$ cat src/rtl/sra_pkg.sv
package sra_pkg;
  typedef enum logic [1:0] {
    PH_HDR  = 2'd0,
    PH_WR   = 2'd1,
    PH_RD   = 2'd2,
    PH_DONE = 2'd3
  } phase_e;
endpackage

$ cat src/rtl/sra_sync.sv
module sra_sync #(
  parameter int W = 3,
  parameter int STAGES = 2,
  parameter logic [W-1:0] RST_VAL = '0
) (
  input  logic         clk,
  input  logic         rst_n,
  input  logic [W-1:0] d,
  output logic [W-1:0] q
);
  logic [W-1:0] st [STAGES];

  genvar s;
  generate
    for (s = 0; s < STAGES; s++) begin : g_stage
      always_ff @(posedge clk or negedge rst_n) begin
        if (!rst_n) st[s] <= RST_VAL;
        else if (s == 0) st[s] <= d;
        else st[s] <= st[(s == 0) ? 0 : s-1];
      end
    end
  endgenerate

  assign q = st[STAGES-1];
endmodule

$ cat src/rtl/sra_frame.sv
module sra_frame
  import sra_pkg::*;
#(
  parameter int ADDR_W = 3,
  parameter int DATA_W = 8,
  parameter int RES_W  = 24
) (
  input  logic              clk,
  input  logic              rst_n,
  input  logic              cs_s,
  input  logic              sck_s,
  input  logic              sdi_s,
  input  logic [RES_W-1:0]  rd_word,
  output logic              wr_en,
  output logic [ADDR_W-1:0] addr,
  output logic [DATA_W-1:0] wr_data,
  output logic              rd_req,
  output logic              sdo_bit
);
  localparam int HDR_BITS = ADDR_W + 2;
  localparam int CNT_W = $clog2(HDR_BITS + DATA_W + 1);
  localparam logic [CNT_W-1:0] ADDR_LAST = CNT_W'(ADDR_W);
  localparam logic [CNT_W-1:0] WR_LAST = CNT_W'(HDR_BITS + DATA_W - 1);

  logic             sck_q;
  logic [CNT_W-1:0] cnt;
  logic             start_ok;
  logic             out_en;
  logic [RES_W-1:0] shreg;
  phase_e           phase;

  wire rise = sck_s & ~sck_q;
  wire fall = ~sck_s & sck_q;

  always_ff @(posedge clk or negedge rst_n) begin
    if (!rst_n) begin
      sck_q    <= 1'b0;
      cnt      <= '0;
      start_ok <= 1'b0;
      out_en   <= 1'b0;
      shreg    <= '1;
      phase    <= PH_HDR;
      addr     <= '0;
      wr_data  <= '0;
      wr_en    <= 1'b0;
      rd_req   <= 1'b0;
    end else begin
      sck_q  <= sck_s;
      wr_en  <= 1'b0;
      rd_req <= 1'b0;
      if (cs_s) begin
        cnt      <= '0;
        start_ok <= 1'b0;
        out_en   <= 1'b0;
        shreg    <= '1;
        phase    <= PH_HDR;
      end else begin
        if (rise) begin
          if (cnt != '1) cnt <= cnt + 1'b1;
          unique case (phase)
            PH_HDR: begin
              if (cnt == '0) start_ok <= ~sdi_s;
              else if (cnt <= ADDR_LAST) addr <= {addr[ADDR_W-2:0], sdi_s};
              else if (!start_ok) phase <= PH_DONE;
              else if (sdi_s) begin
                phase  <= PH_RD;
                rd_req <= 1'b1;
              end else phase <= PH_WR;
            end
            PH_WR: begin
              wr_data <= {wr_data[DATA_W-2:0], sdi_s};
              if (cnt == WR_LAST) begin
                wr_en <= 1'b1;
                phase <= PH_DONE;
              end
            end
            default: ;
          endcase
        end
        if (rd_req) shreg <= rd_word;
        else if (fall && phase == PH_RD) begin
          if (!out_en) out_en <= 1'b1;
          else shreg <= {shreg[RES_W-2:0], 1'b1};
        end
      end
    end
  end

  assign sdo_bit = out_en ? shreg[RES_W-1] : 1'b1;

  assert_deselect_clears_R6: assert property (@(posedge clk) disable iff (!rst_n)
    cs_s |=> (cnt == '0 && phase == PH_HDR && !out_en));
  assert_read_enters_shift_R4: assert property (@(posedge clk) disable iff (!rst_n)
    (rd_req && !cs_s) |=> (phase == PH_RD && shreg == $past(rd_word)));
  assert_one_command_R2: assert property (@(posedge clk) disable iff (!rst_n)
    $onehot0({wr_en, rd_req}));
endmodule

$ cat src/rtl/sra_regfile.sv
module sra_regfile #(
  parameter int ADDR_W = 3,
  parameter int DATA_W = 8,
  parameter int RES_W  = 24
) (
  input  logic                                clk,
  input  logic                                rst_n,
  input  logic                                wr_en,
  input  logic [ADDR_W-1:0]                   addr,
  input  logic [DATA_W-1:0]                   wr_data,
  input  logic                                rd_req,
  input  logic                                res_valid,
  input  logic [RES_W-1:0]                    res_data,
  output logic [RES_W-1:0]                    rd_word,
  output logic [(DATA_W<<(ADDR_W-1))-1:0]     ctrl_flat,
  output logic                                irq_pending
);
  localparam int IDX_W = ADDR_W - 1;
  localparam int NUM_CTRL = 1 << IDX_W;

  logic [DATA_W-1:0] ctrl_q [NUM_CTRL];
  logic [RES_W-1:0]  result_q;
  wire               res_sel = addr[ADDR_W-1];

  genvar g;
  generate
    for (g = 0; g < NUM_CTRL; g++) begin : g_reg
      always_ff @(posedge clk or negedge rst_n) begin
        if (!rst_n) ctrl_q[g] <= '0;
        else if (wr_en && !res_sel && addr[IDX_W-1:0] == IDX_W'(g)) ctrl_q[g] <= wr_data;
      end
      assign ctrl_flat[g*DATA_W +: DATA_W] = ctrl_q[g];
    end
  endgenerate

  always_ff @(posedge clk or negedge rst_n) begin
    if (!rst_n) begin
      result_q    <= '0;
      irq_pending <= 1'b0;
    end else begin
      if (res_valid) result_q <= res_data;
      if (res_valid) irq_pending <= 1'b1;
      else if (rd_req && res_sel) irq_pending <= 1'b0;
    end
  end

  assign rd_word = res_sel ? result_q
                           : {ctrl_q[addr[IDX_W-1:0]], {(RES_W-DATA_W){1'b1}}};

  assert_irq_set_R9: assert property (@(posedge clk) disable iff (!rst_n)
    res_valid |=> irq_pending);
  assert_irq_clear_R10: assert property (@(posedge clk) disable iff (!rst_n)
    (rd_req && res_sel && !res_valid) |=> !irq_pending);
  assert_ctrl_hold_R8: assert property (@(posedge clk) disable iff (!rst_n)
    (!wr_en || res_sel) |=> $stable(ctrl_flat));
  assert_result_hold_R12: assert property (@(posedge clk) disable iff (!rst_n)
    !res_valid |=> $stable(result_q));
endmodule

$ cat src/rtl/ser_reg_port.sv
module ser_reg_port #(
  parameter int ADDR_W = 3,
  parameter int DATA_W = 8,
  parameter int RES_W  = 24,
  parameter int SYNC_STAGES = 2
) (
  input  logic                            clk,
  input  logic                            rst_n,
  input  logic                            cs_n,
  input  logic                            sck,
  input  logic                            sdi,
  output logic                            sdo,
  input  logic                            res_valid,
  output logic                            res_ready,
  input  logic [RES_W-1:0]                res_data,
  output logic [(DATA_W<<(ADDR_W-1))-1:0] ctrl_regs
);
  logic [2:0]        pins_s;
  logic              wr_en, rd_req, sdo_bit, irq_pending;
  logic [ADDR_W-1:0] addr;
  logic [DATA_W-1:0] wr_data;
  logic [RES_W-1:0]  rd_word;

  sra_sync #(.W(3), .STAGES(SYNC_STAGES), .RST_VAL(3'b100)) u_sync (
    .clk(clk), .rst_n(rst_n), .d({cs_n, sck, sdi}), .q(pins_s));

  sra_frame #(.ADDR_W(ADDR_W), .DATA_W(DATA_W), .RES_W(RES_W)) u_frame (
    .clk(clk), .rst_n(rst_n), .cs_s(pins_s[2]), .sck_s(pins_s[1]), .sdi_s(pins_s[0]),
    .rd_word(rd_word), .wr_en(wr_en), .addr(addr), .wr_data(wr_data),
    .rd_req(rd_req), .sdo_bit(sdo_bit));

  sra_regfile #(.ADDR_W(ADDR_W), .DATA_W(DATA_W), .RES_W(RES_W)) u_regs (
    .clk(clk), .rst_n(rst_n), .wr_en(wr_en), .addr(addr), .wr_data(wr_data),
    .rd_req(rd_req), .res_valid(res_valid), .res_data(res_data),
    .rd_word(rd_word), .ctrl_flat(ctrl_regs), .irq_pending(irq_pending));

  assign res_ready = 1'b1;
  assign sdo = pins_s[2] ? ~irq_pending : sdo_bit;
endmodule

$ cat config.mk
export PLATFORM = sky130hd
export DESIGN_NAME = ser_reg_port
export DESIGN_NICKNAME = d
export VERILOG_FILES = /design/src/rtl/sra_pkg.sv /design/src/rtl/sra_sync.sv /design/src/rtl/sra_frame.sv /design/src/rtl/sra_regfile.sv /design/src/rtl/ser_reg_port.sv
export SDC_FILE = /design/constraint.sdc
export NUM_CORES = 1
export LEC_CHECK = 0
export ABC_AREA = 1
export BUFFER_PORTS_ARGS = -buffer_cell sky130_fd_sc_hd__buf_2
export CAP_MARGIN = 20
export CORE_MARGIN = 3
export CORE_UTILIZATION = 55
export DETAILED_ROUTE_END_ITERATION = 8
export PLACE_DENSITY = 0.76
export SYNTH_ARGS = -nofsm -noshare
export SYNTH_HDL_FRONTEND = slang
export SYNTH_HIERARCHICAL = 1
export SYNTH_SLANG_ARGS = --single-unit
$ cat constraint.sdc
create_clock -name clk -period 1.9 [get_ports clk]
set_input_delay 0.19 -clock clk [delete_from_list [all_inputs] [get_ports clk]]
set_output_delay 0.19 -clock clk [all_outputs]
set_load 0.02 [all_outputs]
# == Word level (Yosys, flattened, before mapping) ==
# Cells that the tools add are included.
# op_classes
eq_ne,11
n_addsub,1
mul,0
n_div,0
n_bitwise,9
reduce_logical,27
muxes,41
shifts,0
magnitude_cmp,2
# ops
operator,count
24-bit two-way mux,5
1-bit two-way mux,22
8-bit binary-select mux with 2-bit select,1
8-bit two-way mux,2
2-bit two-way mux,7
4-bit two-way mux,3
2-bit nonzero test,6
5-bit AND reduction,2
3-bit nonzero test,3
1-bit logical AND,7
2-bit equality test (second input constant),3
3-bit inequality test (second input constant),2
1-bit inverter,6
2-bit AND reduction,3
3-bit AND reduction,2
4-bit by 1-bit adder with 4-bit output (second input constant),1
2-bit by 1-bit equality test with 1-bit output (second input constant),2
4-bit equality test (second input constant),1
4-bit by 2-bit <= comparator with 1-bit output (second input constant),1
2-bit zero test,2
4-bit zero test,1
4-bit inequality test (second input constant),1
2-bit case mux with 2 select lines,1
3-bit greater-or-equal comparator (second input constant),1
5 further kinds,6
# word_totals
latch_bits,0
output_inout_bits,34
reg_bits,109
memories,0
romBits,0
inputBits,30
ram_bits,0

# == Longest topological paths before layout ==
# Gate-level depths: netlist of the first run.
# depth
ltp_word,7
mapped_depth,13
ltp_nobuf,11

# == Hierarchy ==
# Netlist of the first run, hierarchy kept.
# modules_own_cells
mod,cells_per_inst,instances,area_per_inst_um2
sra_regfile,341,1,2751.4
sra_frame,274,1,2394.8
sra_sync,9,1,175.2
ser_reg_port,7,1,30.0

# == Least setup slack after synthesis of the first run ==
# OpenSTA, ideal clock, no wires.
# synth_timing
path_kind,reg-to-reg
from,register u_frame.addr[0]
to,register u_frame.shreg[21]
period_less_slack_ps,1365
slack_ps,535
setup_time_ps,69
arrival_ps,1296
path_stages_with_launch,14
required_ps,1831
cell_sequence,dfrtp_1 buf_6 inv_4 buf_6 nand2_1 nand2_1 nand2_1 nand2_1 nand2_1 nand2_1 nor2_1 a21oi_1 nand2_1 o21ai_2
# synth_via
elab_chain_cells,7
# synth_lines
item,line,source
"start, declared",sra_frame.sv:15,"output logic [ADDR_W-1:0] addr,"
"start signal, assigned",sra_frame.sv:63,"else if (cnt <= ADDR_LAST) addr <= {addr[ADDR_W-2:0], sdi_s};"
2-bit inverter with 3-bit output (implied by the code),sra_regfile.sv:48,": {ctrl_q[addr[IDX_W-1:0]], {(RES_W-DATA_W){1'b1}}};"
8-bit binary-select mux with 2-bit select,sra_regfile.sv:48,
8-bit two-way mux (implied by the code) (2 in a row),sra_regfile.sv:48,
24-bit two-way mux,sra_regfile.sv:47,assign rd_word = res_sel ? result_q
named net rd_word[21],ser_reg_port.sv:22,logic [RES_W-1:0] rd_word;
24-bit two-way mux,sra_frame.sv:80,if (rd_req) shreg <= rd_word;
24-bit two-way mux,sra_frame.sv:51,if (cs_s) begin
"end signal, assigned",sra_frame.sv:80,
"end signal, assigned",sra_frame.sv:83,"else shreg <= {shreg[RES_W-2:0], 1'b1};"
"end, declared",sra_frame.sv:29,logic [RES_W-1:0] shreg;
# The timed path passes the listed nets, and every way through them passes these cells. The select of a mux whose other input is x is not followed.
# A chain may end at the register's enable or synchronous reset.

# == Worst setup path in the final report of the first run ==
# layout_timing
from,"register u_sync.st, in the netlist u_sync/q[2]"
to,output port sdo
# layout_via
elab_chain_cells,1
# layout_lines
item,line,source
"start, declared",sra_sync.sv:11,logic [W-1:0] st [STAGES];
"start signal, assigned by index",sra_sync.sv:19,else st[s] <= st[(s == 0) ? 0 : s-1];
1-bit two-way mux,ser_reg_port.sv:38,assign sdo = pins_s[2] ? ~irq_pending : sdo_bit;
"end, declared",ser_reg_port.sv:12,"output logic sdo,"
# Every way passes these cells.

==> results of run 1 <==
## area by class of cell
type / instances / area (um^2)
tap: 129 / 161
clock buffer: 13 / 149
fill: 808 / 3410
timing repair buffer: 78 / 480
inverter: 69 / 269
clock inverter: 3 / 21.3
multi-input combinational: 423 / 2070
sequential: 109 / 2760
## placed cells by master (no fill, tap or decap), types with 2 or more instances in the layout
cell type / instances
a21oi_1: 26
o21ai_2: 29
inv_1: 64
o21ai_1: 29
nand3_4: 4
clkbuf_8: 10
buf_2: 61
nand4_1: 2
buf_12: 3
nand2_1: 238
nor2_8: 3
inv_2: 2
nand3_1: 15
dfrtp_1: 83
buf_4: 10
nor2_2: 10
o21ai_0: 22
dlygate4sd3_1: 4
nand2_2: 5
nand2_4: 2
clkbuf_1: 3
nor2_1: 25
dfstp_2: 26
nand4_2: 2
ha_1: 2
## metal layers
metal	share of wire, %	track usage, %
met1	45	30.5
met2	49	36.1
met3	4.6	4.26
met4	1.4	5.25
met5	0	0
## where the power goes
part | internal [mW] | leakage, nW | switching (mW)
registers | 2.50 | 1.37 | 0.108
clock network | 0.516 | 0.0836 | 0.744
logic | 0.261 | 1.57 | 0.560
total | 3.28 | 3.03 | 1.41
## metrics by stage
step	hold slack [ps]	cells	power, mW	area [um^2]	util (%)
after detailed placement	230	804	3.47	5700	61.2
after floorplan	-106	631	3.24	5350	-
after global placement	227	804	3.43	5700	61.2
after CTS	17.9	824	4.74	5910	63.4
final	30.4	824	4.69	5910	63.4
after global routing	17.3	824	4.97	5910	63.4
## worst min-delay path: cells and delay by family
| family | cells | cell delay (ps) |
|---|---|---|
| buf+inv | 1 | 70 |
| simple gates | 2 | 90 |
## cells by family after synthesis
| group | count (synthesis) | share of synthesized area, % |
|---|---|---|
| flip-flops | 109 | 51.6 |
| AND/OR/NAND/NOR | 307 | 25.3 |
| other | 1 | 0.0701 |
| AO/OA/AOI/OAI | 112 | 12.8 |
| buffers and inverters | 99 | 9.68 |
| XOR/XNOR | 1 | 0.164 |
| adder cells (fa/ha/maj) | 2 | 0.468 |
## flip-flops by register name (all words and copies together) (netlist names), 2 cells and up
| signal | flops |
|---|---|
| u_sync/q | 3 |
| u_frame/shreg | 24 |
| u_frame/phase | 2 |
| u_frame/wr_data | 8 |
| u_frame/addr | 3 |
| u_regs/ctrl_flat | 32 |
| u_sync/st | 3 |
| u_frame/cnt | 4 |
| u_regs/result_q | 24 |
## worst max-delay path by stage
stage / startpoint / to / depth (start not counted)
floorplan: u_frame/addr[0] / u_frame/shreg[21] / 13
global placement: u_frame/rd_req / u_frame/shreg[1] / 4
detailed placement: u_frame/rd_req / u_frame/shreg[1] / 4
CTS: u_sync/q[2] / sdo / 4
global route: u_frame/rd_req / u_frame/shreg[1] / 4
finish: u_sync/q[2] / sdo / 4
==> key figures, run 1 <==
Run status
  – Status: completed

Setup path
  – Crit-path cells: inv_1, nand2_1, nand2_1, buf_2
  – R2r endpoint: u_frame/shreg[1]
  – R2r setup slk: 380 ps
  – CP max stage cell: dfstp_2
  – Cell mode on critical path: nand2_1
  – FF-to-FF Start: u_frame/rd_req
  – Worst Setup Start Kind: flop
  – CP max FO: 5
  – Crit end category: primary output
  – Worst path required time: 1710 ps
  – CP Buf/Inv Count: 2
  – Reg2Reg Depth: 4
  – Crit path kind: reg2out
  – Delay-heaviest family, CP: flip-flops
  – CP peak stage delay: 680 ps
  – Crit path DAT: 1360 ps

Synth
  – YS warnings: 6
  – Top-count cell post-synth: nand2_1
  – Synth area leaders: dfrtp_1 39%, nand2_1 17%, dfstp_2 13%
  – Avg Cell Area, Syn: 8.48 um^2
  – Register area share after synthesis: 51.6%
  – Synthesized area: 5350 um^2
  – EDFF count, synth: 0
  – Share of flip-flops with an asynchronous set or reset: 100%
  – Syn nets: 663
  – Synth Flop Type: dfrtp_1
  – Distinct cell type count after synthesis: 37
  – Top cells by count, synth: 238 x nand2_1, 83 x dfrtp_1, 64 x inv_1
  – Syn Inst Count: 631
  – Leading area contributor after synthesis: dfrtp_1
  – Top-area cell type share of the netlist area: 38.8%
  – Synth Register Bits: 109

Min path
  – HP Class: in2reg
  – Hold endpoint: u_regs/result_q[17]
  – Worst hold start: res_data[17]
  – Hold Crit Depth: 3

Global route
  – GR Overflow Total: 0
  – Largest net degree at the start of global routing: 46
  – Global-route wire length before repair: 19.7 mm
  – Gr usage total: 22.0%
  – Initial antenna violation count: 0
  – Vias in the first global route: 4142

Placement
  – Placer Congestion: 0.844
  – Dpl ws: 388 ps
  – DP Wirelength: 8.17 mm
  – Port bufs: 62

Timing
  – Worst slew margin: 60.8%
  – RSZ-0062 raised after global routing: no
  – Final min period: 1550 ps
  – Fin. max-slew vios: 0
  – Setup violators final: 0
  – Setup ws final: 354 ps
  – Least-Margin Pin Slew: 587 ps
  – Fin crit share: 81.4%
  – Fin. Hold Viols: 0
  – Setup TNS Final: 0 ps
  – Peak Freq: 0.647 GHz
  – Clk_skew: 9.90 ps

Floorplanning
  – Core ar.: 9330 um^2
  – Ports: 64
  – Chip width: 105 um
  – Rows: 35
  – Initial cell density of the core: 57.4%
  – Die area: 10900 um^2
  – Die Y: 105 um

Drt
  – Final ANT Viol Nets: 0
  – Drt via density: 5.03
  – WL final: 11.2 mm
  – Wire per inst: 13.6 um
  – Via Count: 4143
  – TritonRoute pass-1 iters: 5
  – Drt drc: 0
  – First DRT Iteration DRCs: 287

Run
  – Maxcap violations: 0

Clocking
  – PostCTS Resize Cnt: 0
  – Clk pin slew, worst setup/hold paths: 100 ps
  – Clock sinks: 109
  – H-Tree Depth: 3
  – CTS tree: yes
  – Hold buffers post-CTS: 4
  – TritonCTS buffer count: 9
  – Worst-skew pair later-pin latency: 360 ps
  – Postcts setup bufs: 0
  – Clock Tree Root: clkbuf_8
  – Clock Path Buffers: 2

Layout
  – Area growth syn-to-layout: 10.5%
  – Share of cells above drive strength 1: 25.0%
  – Nets@finish: 722
  – Antenna cell count: 0

Pwr
  – Pwr/cell area: 793 nW/um^2
  – Worst IR Drop VDD: 575 uV
  – Leak: 3.03 nW
Note: power is estimated with default switching activity, not from simulation.
==> run 2, diff against run 1 <==
--- a/config.mk
+++ b/config.mk
@@ -9,9 +9,9 @@
 export BUFFER_PORTS_ARGS = -buffer_cell sky130_fd_sc_hd__buf_2
 export CAP_MARGIN = 20
 export CORE_MARGIN = 3
-export CORE_UTILIZATION = 55
+export CORE_UTILIZATION = 53
 export DETAILED_ROUTE_END_ITERATION = 8
-export PLACE_DENSITY = 0.76
+export PLACE_DENSITY = 0.77
 export SYNTH_ARGS = -nofsm -noshare
 export SYNTH_HDL_FRONTEND = slang
 export SYNTH_HIERARCHICAL = 1
==> constraint.sdc (replaced) <==
create_clock -name clk -period 1.2 [get_ports clk]
set_input_delay 0.12 -clock clk [delete_from_list [all_inputs] [get_ports clk]]
set_output_delay 0.12 -clock clk [all_outputs]
set_load 0.02 [all_outputs]
==> run 2 against run 1 <==
The run now ends with negative setup slack left; count of clock-buffer cells in the layout down 2; die area up 3.6%; cell area is 27% higher; wire length up 47%; worst hold slack better by 120 ps; register-to-register slack lost 930 ps; combinational power rose to 3.0 times the previous value; total power increased by 94%; clock power up 98%; worst setup slack worse by 910 ps; critical path depth rose by 8; clock skew rose by 4.6 ps; highest routed layer unchanged.
==> key figures, run 2 (synthesis results as in run 1) <==
Run status
  – Status: complete, but fails checks
  – Failing checks: negative setup slack

Pwr
  – Switch share: 32.0%
  – Worst IR Drop VDD: 1070 uV
  – Leak: 3.52 nW
  – Clock share of power: 27.4%
  – Total power: 9.12 mW
  – Combinational Power Share: 27.0%
  – Internal power: 6.21 mW
  – Pwr/cell area: 1220 nW/um^2
  – Switch Pwr: 2.92 mW
  – Sequential power share: 45.6%

Timing
  – Peak Freq: 0.571 GHz
  – Setup violators final: 73
  – Fin crit share: 146%
  – Fin. max-slew vios: 0
  – Setup ws final: -552 ps
  – Fin. Hold Viols: 0
  – Final min period: 1750 ps
  – Clk_skew: 14.5 ps
  – RSZ-0062 raised after global routing: yes

Global route
  – Vias in the first global route: 4878
  – Initial antenna violation count: 0
  – GR Overflow Total: 0
  – Largest net degree at the start of global routing: 32
  – Global-route wire length before repair: 24.0 mm
  – Gr usage total: 26.8%

Drt
  – Final ANT Viol Nets: 0
  – Routed length on met1: 6.28 mm
  – WL final: 16.5 mm
  – Drt via density: 5.74
  – Drt drc: 0
  – Top layer in use: met4
  – Wire per inst: 18.3 um
  – Metal3 WL: 1.33 mm
  – First DRT Iteration DRCs: 625
  – TritonRoute pass-1 iters: 6
  – Met2 routed WL: 8.03 mm
  – Via Count: 5186

Clocking
  – Clock Tree Root: clkbuf_8
  – Clock sinks: 109
  – CTS tree: yes
  – Clk pin slew, worst setup/hold paths: 110 ps
  – TritonCTS buffer count: 9
  – H-Tree Depth: 3
  – Clock Path Buffers: 2
  – Worst-skew pair later-pin latency: 390 ps

Layout
  – Area growth syn-to-layout: 40.0%
  – Max FFs per register: 32
  – Nets@finish: 797
  – Most common cell after layout, fill and taps aside: nand2_1
  – Commonest cells after routing, fill and taps aside: 194 x nand2_1, 73 x dfrtp_1, 60 x buf_2
  – Share of cells above drive strength 1: 43.1%
  – Antenna cell count: 0

Setup path
  – Crit path DAT: 2070 ps
  – CP max FO: 9
  – Crit path kind: reg2reg
  – Crit end category: flop
  – Worst Setup Start Kind: flop
  – Worst path required time: 1520 ps

Floorplanning
  – Die area: 11300 um^2
  – Chip width: 106 um
  – Core ar.: 9770 um^2
  – Initial cell density of the core: 54.7%
  – Rows: 36
  – Die Y: 106 um
  – Ports: 64

Placement
  – Placer Congestion: 0.873
  – Dpl ws: -186 ps
  – DP Wirelength: 8.47 mm
  – Port bufs: 62

Min path
  – HP Class: in2reg

Run
  – Maxcap violations: 0
run 2: path summary, 6_finish.rpt:
| kind | startpoint | to | slack, ps | cells after the start |
|---|---|---|---|---|
| hold / removal | res_valid | u_regs/result_q[15] | 150 | 3 |
| hold reg to reg | u_sync/st[3] | u_sync/q[0] | 360 | 0 |
| max in group asynchronous | rst_n | u_frame/shreg[0] | 440 | 3 |
| setup / recovery | u_frame/addr[0] | u_frame/shreg[17] | -550 | 12 |
| min in group asynchronous | rst_n | u_regs/ctrl_flat[26] | 210 | 2 |
| setup reg to reg | u_frame/addr[0] | u_frame/shreg[17] | -550 | 12 |
run 2: power by group through the flow:
| stage | logic (mW) | registers, mW | clock network, mW |
|---|---|---|---|
| finish | 2.47 | 4.16 | 2.50 |
| global route | 2.62 | 4.18 | 2.64 |
| CTS | 1.94 | 4.10 | 2.48 |
| detailed placement | 1.50 | 4.16 | 0 |
| global placement | 1.42 | 4.15 | 0 |
| floorplan | 1.04 | 4.12 | 0 |
run 2: layout make-up:
type	count	area (um^2)
timing repair inverter	1	8.76
clock buffer	11	131
tap	133	166
timing repair buffer	145	1320
sequential	109	2770
clock inverter	5	81.3
fill	600	2280
inverter	69	282
multi-input combinational	430	2730
run 2: timing repair:
| action | in CTS | in global routing |
|---|---|---|
| gates cloned | 9 | 4 |
| gates resized for setup | 74 | 106 |
| endpoints found under the setup margin | 76 | 77 |
| endpoints found under the hold margin | 101 | 0 |
| setup buffers | 15 | 10 |
| hold buffers | 28 | 0 |
| pin swaps | 33 | 46 |
run 2: routing by layer:
metal | vias up | track usage (%)
li1 | 2260 | -
met1 | 2514 | 35.1
met2 | 306 | 44.3
met3 | 106 | 5.59
met4 | 0 | 9.50
met5 | - | 0
run 2: per-stage QoR:
stage | hold slack (ps) | utilization [%] | TNS (ps) | cells | instance area, um^2
CTS | 139 | 72.0 | -4690 | 893 | 7030
global route | 165 | 76.6 | -11560 | 903 | 7490
detailed placement | 66.7 | 60.6 | -6280 | 825 | 5930
finish | 153 | 76.6 | -7890 | 903 | 7490
floorplan | -176 | - | -2070 | 631 | 5380
global placement | 67.1 | 60.6 | -3920 | 825 | 5930
run 2: worst max-delay path, stage by stage, from the launching register on:
cell     delay [ps]
dfrtp_2         460
buf_12          170
inv_12           70
nand2_1          50
nand2_1          90
nand2_1          80
nand2_1         100
nand2_1          60
nand2_1          70
nor2_1           50
a21oi_1         230
nand2_1         160
o21ai_2          90
==> run 3, diff against run 2 <==
--- a/config.mk
+++ b/config.mk
@@ -5,13 +5,11 @@
 export SDC_FILE = /design/constraint.sdc
 export NUM_CORES = 1
 export LEC_CHECK = 0
-export ABC_AREA = 1
 export BUFFER_PORTS_ARGS = -buffer_cell sky130_fd_sc_hd__buf_2
 export CAP_MARGIN = 20
 export CORE_MARGIN = 3
-export CORE_UTILIZATION = 53
+export CORE_UTILIZATION = 30
 export DETAILED_ROUTE_END_ITERATION = 8
-export PLACE_DENSITY = 0.77
 export SYNTH_ARGS = -nofsm -noshare
 export SYNTH_HDL_FRONTEND = slang
 export SYNTH_HIERARCHICAL = 1
==> run 3 against run 2 <==
The flow still finishes with violations (negative setup slack); total power decreased by 9.6%; cell area down 0.68%; sequential share of layout area rose by 0.10 points; non-clock buffer count grew 30; core utilization shrank 31 points; highest routed layer unchanged.
==> key figures, run 3 <==
Layout
  – Most common cell after layout, fill and taps aside: dfrtp_1
  – Final Cell Area: 7440 um^2
  – Max FFs per register: 32
  – Share of cells above drive strength 1: 59.4%
  – Commonest cells after routing, fill and taps aside: 82 x dfrtp_1, 66 x buf_4, 56 x buf_2
  – Antenna cell count: 0
  – Nets@finish: 615
  – Area growth syn-to-layout: 46.3%

Timing
  – Setup ws final: -484 ps
  – Clk_skew: 6.63 ps
  – Fin crit share: 140%
  – Fin. max-slew vios: 0
  – Setup violators final: 78
  – Fin. Hold Viols: 0
  – Hold Slack: 21.9 ps
  – RSZ-0062 raised after global routing: yes
  – Final min period: 1680 ps
  – Peak Freq: 0.594 GHz

Synth
  – Syn Inst Count: 435
  – Synthesized area: 5080 um^2
  – Leading area contributor after synthesis: dfrtp_1
  – Avg Cell Area, Syn: 11.7 um^2
  – Synth Register Bits: 109
  – Share of flip-flops with an asynchronous set or reset: 100%
  – Synth Flop Type: dfrtp_1
  – EDFF count, synth: 0
  – Syn nets: 467
  – Synth area leaders: dfrtp_1 41%, mux2_2 15%, dfstp_2 13%
  – Register area share after synthesis: 54.3%
  – Top-area cell type share of the netlist area: 40.8%
  – Top cells by count, synth: 83 x dfrtp_1, 67 x mux2_2, 49 x nor2_1
  – Top-count cell post-synth: dfrtp_1
  – YS warnings: 6
  – Distinct cell type count after synthesis: 48

Floorplanning
  – Chip width: 136 um
  – Ports: 64
  – Rows: 46
  – Die Y: 136 um
  – Initial cell density of the core: 31.3%
  – Core ar.: 16200 um^2
  – Die area: 18500 um^2

Drt
  – First DRT Iteration DRCs: 124
  – Via Count: 3825
  – WL final: 12.4 mm
  – TritonRoute pass-1 iters: 5
  – Drt via density: 4.76
  – Final ANT Viol Nets: 0
  – Wire per inst: 15.5 um
  – Drt drc: 0

Pwr
  – Pwr/cell area: 1110 nW/um^2
  – Worst IR Drop VDD: 870 uV
  – Total power: 8.25 mW
  – Leak: 3.31 nW

Setup path
  – CP max FO: 9
  – Crit end category: flop
  – Crit path kind: reg2reg
  – Crit path DAT: 1930 ps
  – Worst Setup Start Kind: flop
  – Worst path required time: 1440 ps

Clocking
  – TritonCTS buffer count: 9
  – H-Tree Depth: 3
  – Clock sinks: 109
  – Clock Path Buffers: 2
  – Clk pin slew, worst setup/hold paths: 70 ps
  – Clock Tree Root: clkbuf_16
  – CTS tree: yes
  – Worst-skew pair later-pin latency: 360 ps

Global route
  – Vias in the first global route: 4112
  – Gr usage total: 14.1%
  – Largest net degree at the start of global routing: 62
  – Global-route wire length before repair: 20.7 mm
  – Initial antenna violation count: 0
  – GR Overflow Total: 0

Placement
  – DP Wirelength: 8.33 mm
  – Placer Congestion: 0.787
  – Cell Area, Placed: 6510 um^2
  – Port bufs: 62
  – Dpl ws: -509 ps

Run status
  – Failing checks: negative setup slack
  – Status: complete, but fails checks

Run
  – Maxcap violations: 0

Min path
  – HP Class: in2reg
## run 3: report_power, final
part / leakage (nW) / total (mW) / internal (mW) / switching (mW)
registers: 1.36 / 3.87 / 3.80 / 0.0696
logic: 1.79 / 1.24 / 0.624 / 0.614
clock network: 0.156 / 3.14 / 1.68 / 1.46
total: 3.31 / 8.25 / 6.10 / 2.15
## run 3: final timing paths
kind / slack [ps] / from / endpoint / depth (start not counted)
min reg2reg: 360 / u_sync/st[4] / u_sync/q[1] / 0
min: 20 / res_data[22] / u_regs/result_q[22] / 3
min in group asynchronous: 280 / rst_n / u_sync/st[3] / 3
max: -480 / u_frame/sck_q / u_frame/wr_data[0] / 4
max reg2reg: -480 / u_frame/sck_q / u_frame/wr_data[0] / 4
max in group asynchronous: 550 / rst_n / u_frame/shreg[18] / 3
## run 3: timing repair
| item | CTS | global route |
|---|---|---|
| resized for setup | 37 | 32 |
| pin swaps | 15 | 12 |
| setup endpoints to repair | 77 | 83 |
| hold buffers | 26 | 0 |
| hold endpoints to repair | 108 | 0 |
| cloned | 1 | 0 |
| setup buffers | 7 | 6 |
## run 3: logic make-up (layout without fill, tap and decap cells)
kind of cell / after synthesis / after routing / share of synthesized area, %
AO/OA/AOI/OAI: 89 / 89 / 11.8
adder cells (fa/ha/maj): 2 / 2 / 0.492
buffers and inverters: 53 / 206 / 4.85
flip-flops: 109 / 109 / 54.3
multiplexers: 76 / 76 / 17.4
other: 1 / 1 / 0.0737
AND/OR/NAND/NOR: 105 / 105 / 11.1
## run 3: per-layer routing
metal | track usage, % | vias to the layer above | share of wire (%)
met3 | 3.59 | 13 | 3.6
met2 | 23.0 | 57 | 49
li1 | - | 1836 | -
met4 | 3.81 | 0 | 1.3
met1 | 18.6 | 1919 | 46
met5 | 0 | - | 0
## run 3: worst max-delay path, cell delays in order (launching register included)
cell and delay [ps]:
dfrtp_1 380, or3b_4 400, or3_1 330, buf_6 160, mux2_4 300
## run 3: final cells by class
type                            instances  area (um^2)
Fill cell                            1508         8790
Tap cell                              216          270
Clock inverter                          7         90.1
Timing Repair Buffer                  175         1420
Multi-Input combinational cell        273         2620
Sequential cell                       109         2760
Clock buffer                            9          225
Inverter                               15         56.3
## run 3: metrics by stage
stage | std cells | TNS [ps] | utilization, %
finish | 804 | -24960 | 45.8
global route | 804 | -29370 | 45.8
CTS | 802 | -22980 | 45.1
detailed placement | 753 | -22610 | 40.1
global placement | 753 | -20930 | 40.1
floorplan | 435 | -16900 | -
